<file path="src/rtl/gpio_ctrl_pkg.sv">
`timescale 1ns/1ps
// Shared address-map constants and bank register index type.
package gpio_ctrl_pkg;
    localparam int REG_WORDS   = 10;
    localparam int GRP_EN_ADDR = 'h08;
    localparam int BANK_BASE   = 'h10;
    localparam int BANK_STRIDE = 'h28;

    // Word index inside one bank block; the order is the address layout.
    typedef enum logic [3:0] {
        RG_DIR  = 4'd0,
        RG_DOUT = 4'd1,
        RG_DSET = 4'd2,
        RG_DCLR = 4'd3,
        RG_DIN  = 4'd4,
        RG_RSET = 4'd5,
        RG_RCLR = 4'd6,
        RG_FSET = 4'd7,
        RG_FCLR = 4'd8,
        RG_STAT = 4'd9
    } bank_reg_e;
endpackage

</file>
<file path="src/rtl/gpio_pin_sync.sv">
`timescale 1ns/1ps
// Two-flop synchronizer with one-cycle-delayed copy for edge detection.
// Assumes pins are quasi-static relative to clk; resets to all zero.
module gpio_pin_sync #(
    parameter int W = 32
) (
    input  logic         clk,
    input  logic         rst_n,
    input  logic [W-1:0] pin_async,
    output logic [W-1:0] level,
    output logic [W-1:0] rise,
    output logic [W-1:0] fall
);
    logic [W-1:0] meta_q;
    logic [W-1:0] sync_q;
    logic [W-1:0] prev_q;

    // First synchronizer stage
    always_ff @(posedge clk) begin
        if (!rst_n) meta_q <= '0;
        else        meta_q <= pin_async;
    end

    // Second synchronizer stage
    always_ff @(posedge clk) begin
        if (!rst_n) sync_q <= '0;
        else        sync_q <= meta_q;
    end

    // Previous synchronized value for edge comparison
    always_ff @(posedge clk) begin
        if (!rst_n) prev_q <= '0;
        else        prev_q <= sync_q;
    end

    // Edge flags from current and previous synchronized levels
    always_comb begin
        level = sync_q;
        rise  = sync_q & ~prev_q;
        fall  = ~sync_q & prev_q;
    end
endmodule

</file>
<file path="src/rtl/gpio_bank.sv">
`timescale 1ns/1ps
// One GPIO bank: direction, write-one set/clear outputs and edge enables,
// synchronized input, and sticky write-one-to-clear edge status.
// Assumes sel/idx are decoded by the parent; one access per cycle.
module gpio_bank
    import gpio_ctrl_pkg::*;
#(
    parameter int W = 32
) (
    input  logic         clk,
    input  logic         rst_n,
    input  logic         sel,
    input  bank_reg_e    idx,
    input  logic         we,
    input  logic [W-1:0] wdata,
    input  logic [W-1:0] pins,
    output logic [W-1:0] rdata,
    output logic [W-1:0] dout,
    output logic [W-1:0] dir,
    output logic [W-1:0] status,
    output logic [W-1:0] edge_hit
);
    logic [W-1:0] level, rise, fall;
    logic [W-1:0] rise_en_q, fall_en_q;
    logic         wr;

    gpio_pin_sync #(.W(W)) u_sync (
        .clk       (clk),
        .rst_n     (rst_n),
        .pin_async (pins),
        .level     (level),
        .rise      (rise),
        .fall      (fall)
    );

    // Write qualifier and enabled-edge vector
    always_comb begin
        wr       = sel && we;
        edge_hit = (rise & rise_en_q) | (fall & fall_en_q);
    end

    // Direction register, 1 = input
    always_ff @(posedge clk) begin
        if (!rst_n)                   dir <= '1;
        else if (wr && idx == RG_DIR) dir <= wdata;
    end

    // Output data via set and clear ports
    always_ff @(posedge clk) begin
        if (!rst_n)                    dout <= '0;
        else if (wr && idx == RG_DSET) dout <= dout | wdata;
        else if (wr && idx == RG_DCLR) dout <= dout & ~wdata;
    end

    // Rising-edge enable mask
    always_ff @(posedge clk) begin
        if (!rst_n)                    rise_en_q <= '0;
        else if (wr && idx == RG_RSET) rise_en_q <= rise_en_q | wdata;
        else if (wr && idx == RG_RCLR) rise_en_q <= rise_en_q & ~wdata;
    end

    // Falling-edge enable mask
    always_ff @(posedge clk) begin
        if (!rst_n)                    fall_en_q <= '0;
        else if (wr && idx == RG_FSET) fall_en_q <= fall_en_q | wdata;
        else if (wr && idx == RG_FCLR) fall_en_q <= fall_en_q & ~wdata;
    end

    // Sticky status; a new edge overrides a same-cycle clear
    always_ff @(posedge clk) begin
        if (!rst_n) status <= '0;
        else        status <= (status & ~((wr && idx == RG_STAT) ? wdata : '0)) | edge_hit;
    end

    // Read-back multiplexer
    always_comb begin
        unique case (idx)
            RG_DIR:  rdata = dir;
            RG_DOUT: rdata = dout;
            RG_DIN:  rdata = level;
            RG_RSET: rdata = rise_en_q;
            RG_FSET: rdata = fall_en_q;
            RG_STAT: rdata = status;
            default: rdata = '0;
        endcase
    end
endmodule

</file>
<file path="src/rtl/gpio_irq_fold.sv">
`timescale 1ns/1ps
// Folds concatenated bank status into per-group level interrupts.
// Assumes group g covers status bits [g*GROUP_W +: GROUP_W].
module gpio_irq_fold #(
    parameter int NUM_GROUPS = 4,
    parameter int GROUP_W    = 16
) (
    input  logic [NUM_GROUPS*GROUP_W-1:0] status_all,
    input  logic [NUM_GROUPS-1:0]         grp_en,
    output logic [NUM_GROUPS-1:0]         grp_irq
);
    for (genvar g = 0; g < NUM_GROUPS; g++) begin : g_fold
        // OR-reduce the group's status, gated by its enable
        always_comb grp_irq[g] = grp_en[g] && (|status_all[g*GROUP_W +: GROUP_W]);
    end
endmodule

</file>
<file path="src/rtl/gpio_ctrl.sv">
`timescale 1ns/1ps
// Banked GPIO controller top: address decode, bank instances,
// group-enable register and group interrupt fold.
// Assumes bus data width equals bank width and one access per cycle.
module gpio_ctrl
    import gpio_ctrl_pkg::*;
#(
    parameter int NUM_BANKS = 2,
    parameter int BANK_W    = 32,
    parameter int GROUP_W   = 16,
    parameter int ADDR_W    = 8
) (
    input  logic                                      clk,
    input  logic                                      rst_n,
    input  logic [ADDR_W-1:0]                         bus_addr,
    input  logic                                      bus_we,
    input  logic [BANK_W-1:0]                         bus_wdata,
    output logic [BANK_W-1:0]                         bus_rdata,
    input  logic [NUM_BANKS*BANK_W-1:0]               pin_in,
    output logic [NUM_BANKS*BANK_W-1:0]               pin_out,
    output logic [NUM_BANKS*BANK_W-1:0]               pin_oe,
    output logic [NUM_BANKS*(BANK_W/GROUP_W)-1:0]     grp_irq
);
    localparam int GRPS_PER_BANK = BANK_W / GROUP_W;
    localparam int NUM_GROUPS    = NUM_BANKS * GRPS_PER_BANK;
    localparam int PIN_W         = NUM_BANKS * BANK_W;

    logic [NUM_BANKS-1:0]  bank_hit;
    logic [BANK_W-1:0]     bank_rd [NUM_BANKS];
    logic [PIN_W-1:0]      dir_all;
    logic [PIN_W-1:0]      status_all;
    logic [PIN_W-1:0]      edge_all;
    logic [NUM_GROUPS-1:0] grp_en_q;
    logic                  grp_hit;

    for (genvar b = 0; b < NUM_BANKS; b++) begin : g_bank
        localparam int BASE = BANK_BASE + b * BANK_STRIDE;
        logic [ADDR_W-1:0] off;

        // Offset within this bank's block and hit decode
        always_comb begin
            off         = bus_addr - ADDR_W'(BASE);
            bank_hit[b] = (int'(bus_addr) >= BASE) && (int'(off) < REG_WORDS * 4)
                          && (off[1:0] == 2'b00);
        end

        gpio_bank #(.W(BANK_W)) u_bank (
            .clk      (clk),
            .rst_n    (rst_n),
            .sel      (bank_hit[b]),
            .idx      (bank_reg_e'(off[5:2])),
            .we       (bus_we),
            .wdata    (bus_wdata),
            .pins     (pin_in[b*BANK_W +: BANK_W]),
            .rdata    (bank_rd[b]),
            .dout     (pin_out[b*BANK_W +: BANK_W]),
            .dir      (dir_all[b*BANK_W +: BANK_W]),
            .status   (status_all[b*BANK_W +: BANK_W]),
            .edge_hit (edge_all[b*BANK_W +: BANK_W])
        );
    end

    // Output enable is the inverse of the input-direction bit
    always_comb pin_oe = ~dir_all;

    // Group-enable register address match
    always_comb grp_hit = (int'(bus_addr) == GRP_EN_ADDR);

    // Group-enable register
    always_ff @(posedge clk) begin
        if (!rst_n)                grp_en_q <= '0;
        else if (bus_we && grp_hit) grp_en_q <= bus_wdata[NUM_GROUPS-1:0];
    end

    // Read-data multiplexer; unmapped addresses read zero
    always_comb begin
        bus_rdata = '0;
        if (grp_hit) bus_rdata = BANK_W'(grp_en_q);
        for (int b = 0; b < NUM_BANKS; b++) begin
            if (bank_hit[b]) bus_rdata = bank_rd[b];
        end
    end

    gpio_irq_fold #(.NUM_GROUPS(NUM_GROUPS), .GROUP_W(GROUP_W)) u_fold (
        .status_all (status_all),
        .grp_en     (grp_en_q),
        .grp_irq    (grp_irq)
    );
endmodule

</file>
<file path="config.mk">
export PLATFORM = sky130hd
export DESIGN_NAME = gpio_ctrl
export DESIGN_NICKNAME = d
export VERILOG_FILES = /design/src/rtl/gpio_ctrl_pkg.sv /design/src/rtl/gpio_pin_sync.sv /design/src/rtl/gpio_bank.sv /design/src/rtl/gpio_irq_fold.sv /design/src/rtl/gpio_ctrl.sv
export SDC_FILE = /design/constraint.sdc
export NUM_CORES = 1
export LEC_CHECK = 0
export BUFFER_PORTS_ARGS = -buffer_cell sky130_fd_sc_hd__buf_4
export CAP_MARGIN = 20
export CELL_PAD_IN_SITES_DETAIL_PLACEMENT = 0
export CELL_PAD_IN_SITES_GLOBAL_PLACEMENT = 1
export CORE_MARGIN = 2
export CORE_UTILIZATION = 45
export CTS_CLUSTER_DIAMETER = 100
export DETAILED_ROUTE_END_ITERATION = 8
export GPL_ROUTABILITY_DRIVEN = 0
export PLACE_DENSITY = 0.82
export SETUP_SLACK_MARGIN = 0.3
export SLEW_MARGIN = 20
export SYNTH_ARGS = -nofsm -noshare
export SYNTH_HDL_FRONTEND = slang
export SYNTH_HIERARCHICAL = 1
export SYNTH_SLANG_ARGS = --single-unit
</file>
<file path="constraint.sdc">
create_clock -name clk -period 3.3 [get_ports clk]
set_clock_uncertainty 0.15 [all_clocks]
set_input_delay 0.165 -clock clk [delete_from_list [all_inputs] [get_ports clk]]
set_output_delay 0.165 -clock clk [all_outputs]
set_load 0.02 [all_outputs]
</file>
==> results_dict.tcl <==
set metrics [dict create \
    vias_per_cell 6.15 \
    leakage_nw 11.7 \
    hp-start "bus_we" \
    nets 2906 \
    hold_violations 0 \
    synth_area_leaders "dfxtp_1, nand3_1, and2_1, mux2i_1, nor2b_1" \
    vias 21639 \
    fill_cells 4527 \
    avgSynthCellArea_um2 9.31 \
    die_y_um 232 \
    yosysSeqAreaShare_pct 44.2 \
    worst_hold_path.num_cells 4 \
    required_ns 2.98 \
    drt_iter0_markers 2675 \
    synth-seq-cells 516 \
    ant_nets 0 \
    async_flop_share_pct 0 \
    syn_area_mm2 0.0234 \
    clkTransAtPathRegs_ns 0.06 \
    slew_headroom_pct 28.8 \
    outcome "finished, final reports clean" \
    maxCapViolations 0 \
    dp_hpwl_mm 57.3 \
    grt_overflow 0 \
    startpoint_type "input port" \
    htreeDepth 2 \
    mostFrequentLayoutCells "dfxtp_1, buf_4, nand3_1" \
    io_pins 271 \
    pwr_density_cell_mw_per_mm2 482 \
    cts_buffers 56 \
    io_buffer_count 270 \
    detail_route.wl_per_cell_um 24.3 \
    yosysUniqueCellTypes 67 \
    syn-num-nets 2621 \
    cts_setup_buffers 0 \
    start_util_pct 45.5 \
    final_common_cell "dfxtp_1" \
    power.total_mw 13.8 \
    cp_max_fo 14 \
    drt-pass1-iter-count 8 \
    tns_ns 0 \
    syn2layout_area_growth_pct 22.8 \
    finalCritPeriodShare_pct 88.9 \
    period_needed_ns 2.93 \
    n_antenna_cell 0 \
    grt_usage_pct 30.7 \
    hold_path.class "input port to register" \
    grt_max_degree 129 \
    fin_ws_ns 0.367 \
    synthCells 2509 \
    ctsRootBufferMaster "clkbuf_16" \
    max-vdd-ir-drop_mv 0.330 \
    synth-main-ff-cell "dfxtp_1" \
    cts_tree "yes" \
    r2r_start "g_bank[1].u_bank/u_sync/level[4]" \
    cp-end-kind "output pin" \
    rsz0062_at_grt "false" \
    die_area_mm2 0.0538 \
    holdWs_ns 0.0711 \
    postLayoutCellArea_mm2 0.0287 \
    wl_mm 85.5 \
    num_rows 83 \
    placed_cell_area_mm2 0.0259 \
    drive_gt1_share_pct 18.6 \
    grt_pass1_vias 20620 \
    critical_path.startpoint "bus_addr[3]" \
    antenna_found_initial 0 \
    clock_path_buffers 3 \
    synth_top_area_share_pct 44.2 \
    worst_pin_slew_ns 1.07 \
    drcViolationCount 0 \
    yosys_warnings 6 \
    pre_cts_slack_ns 0.429 \
    crit_type "input port to output pin" \
    clock.fmax_mhz 341 \
    die_w_um 232 \
    clk_latency_ns 0.62 \
    clkSinkCount 516 \
    setup-violations-final 0 \
    drv_slew 0 \
    synth_edf_count 0 \
    coreArea_mm2 0.0513 \
    grt_pass1_wl_mm 127 \
    synth_top_cell_by_area "dfxtp_1" \
    rr_worst_depth 3 \
    arrival_ns 2.62 \
]
metrics by stage:
stage               utilization [%]  std cells
floorplan                         -       2509
global placement               50.5       3319
detailed placement             50.5       3319
CTS                            55.9       3517
global route                   55.9       3517
finish                         55.9       3517
layout make-up:
type	instances	area [um2]	share of cell area, %
well taps	680	851	2.97
clock buffers	86	1660	5.77
inverters	146	548	1.91
multi-input cells	1626	11400	39.8
flip-flops and latches	516	10300	36.0
clock inverters	15	156	0.545
repair buffers	448	3740	13.0
cell usage after synthesis (5+ instances only):
master / number
a2bb2oi_1: 6
a32oi_1: 9
a22o_1: 96
inv_1: 145
a221o_1: 7
a22oi_1: 95
buf_4: 15
nor2b_1: 140
nor4_1: 16
a31oi_1: 134
o21ai_1: 13
nand2_1: 103
and2_1: 194
a211oi_1: 34
mux2_2: 26
dfxtp_1: 516
clkbuf_1: 103
nand2b_1: 5
and4bb_2: 5
a32o_1: 64
a211oi_2: 30
nand3_1: 258
ha_1: 5
nor3b_1: 23
buf_6: 20
buf_2: 79
o211ai_1: 46
and3_1: 21
mux2i_1: 94
o221ai_1: 7
o21a_1: 64
o21ai_0: 69
metal layers:
metal	GRT usage (%)	wire [um]	share of wire, %	vias to the layer above
li1	-	-	-	9705
met1	41.4	35300	41	10443
met2	46.7	37700	44	1253
met3	5.67	8180	9.6	238
met4	16.5	4340	5.1	0
met5	0	0	0	-
kinds of logic (layout without fill, tap and decap cells):
family,Yosys count,after routing,share of synthesized area (%)
mux,122,122,5.47
flops,516,516,44.2
buf+inv,367,695,7.20
compound gates,691,691,22.7
xor+xnor,3,3,0.177
simple gates,805,805,20.0
fa+ha+maj,5,5,0.268
critical path: stages:
cell and delay [ns]:
buf_4 0.13, inv_2 0.06, ha_1 0.30, inv_2 0.26, buf_4 0.29, nor4b_4 0.57
a22oi_1 0.14, o211ai_1 0.24, a22o_1 0.27, buf_4 0.17
worst paths after layout:
path	to	slack, ns
min reg2reg	g_bank[0].u_bank/u_sync/level[1]	0.28
max reg2reg	g_bank[1].u_bank/status[4]	2.06
max	bus_rdata[19]	0.37
min	grp_en_q[2]	0.07
power breakdown:
group / internal, mW / leakage, nW / switching, mW / total, mW
Sequential: 6.33 / 4.19 / 0.0617 / 6.39
Clock: 3.66 / 0.895 / 2.60 / 6.27
Combinational: 0.425 / 6.64 / 0.751 / 1.18
repair_timing:
item	CTS	global route
endpoints found under the setup margin	0	2
endpoints found under the hold margin	409	0
hold buffers	97	0
resized for setup	0	1
(Power assumes the default switching activity.)
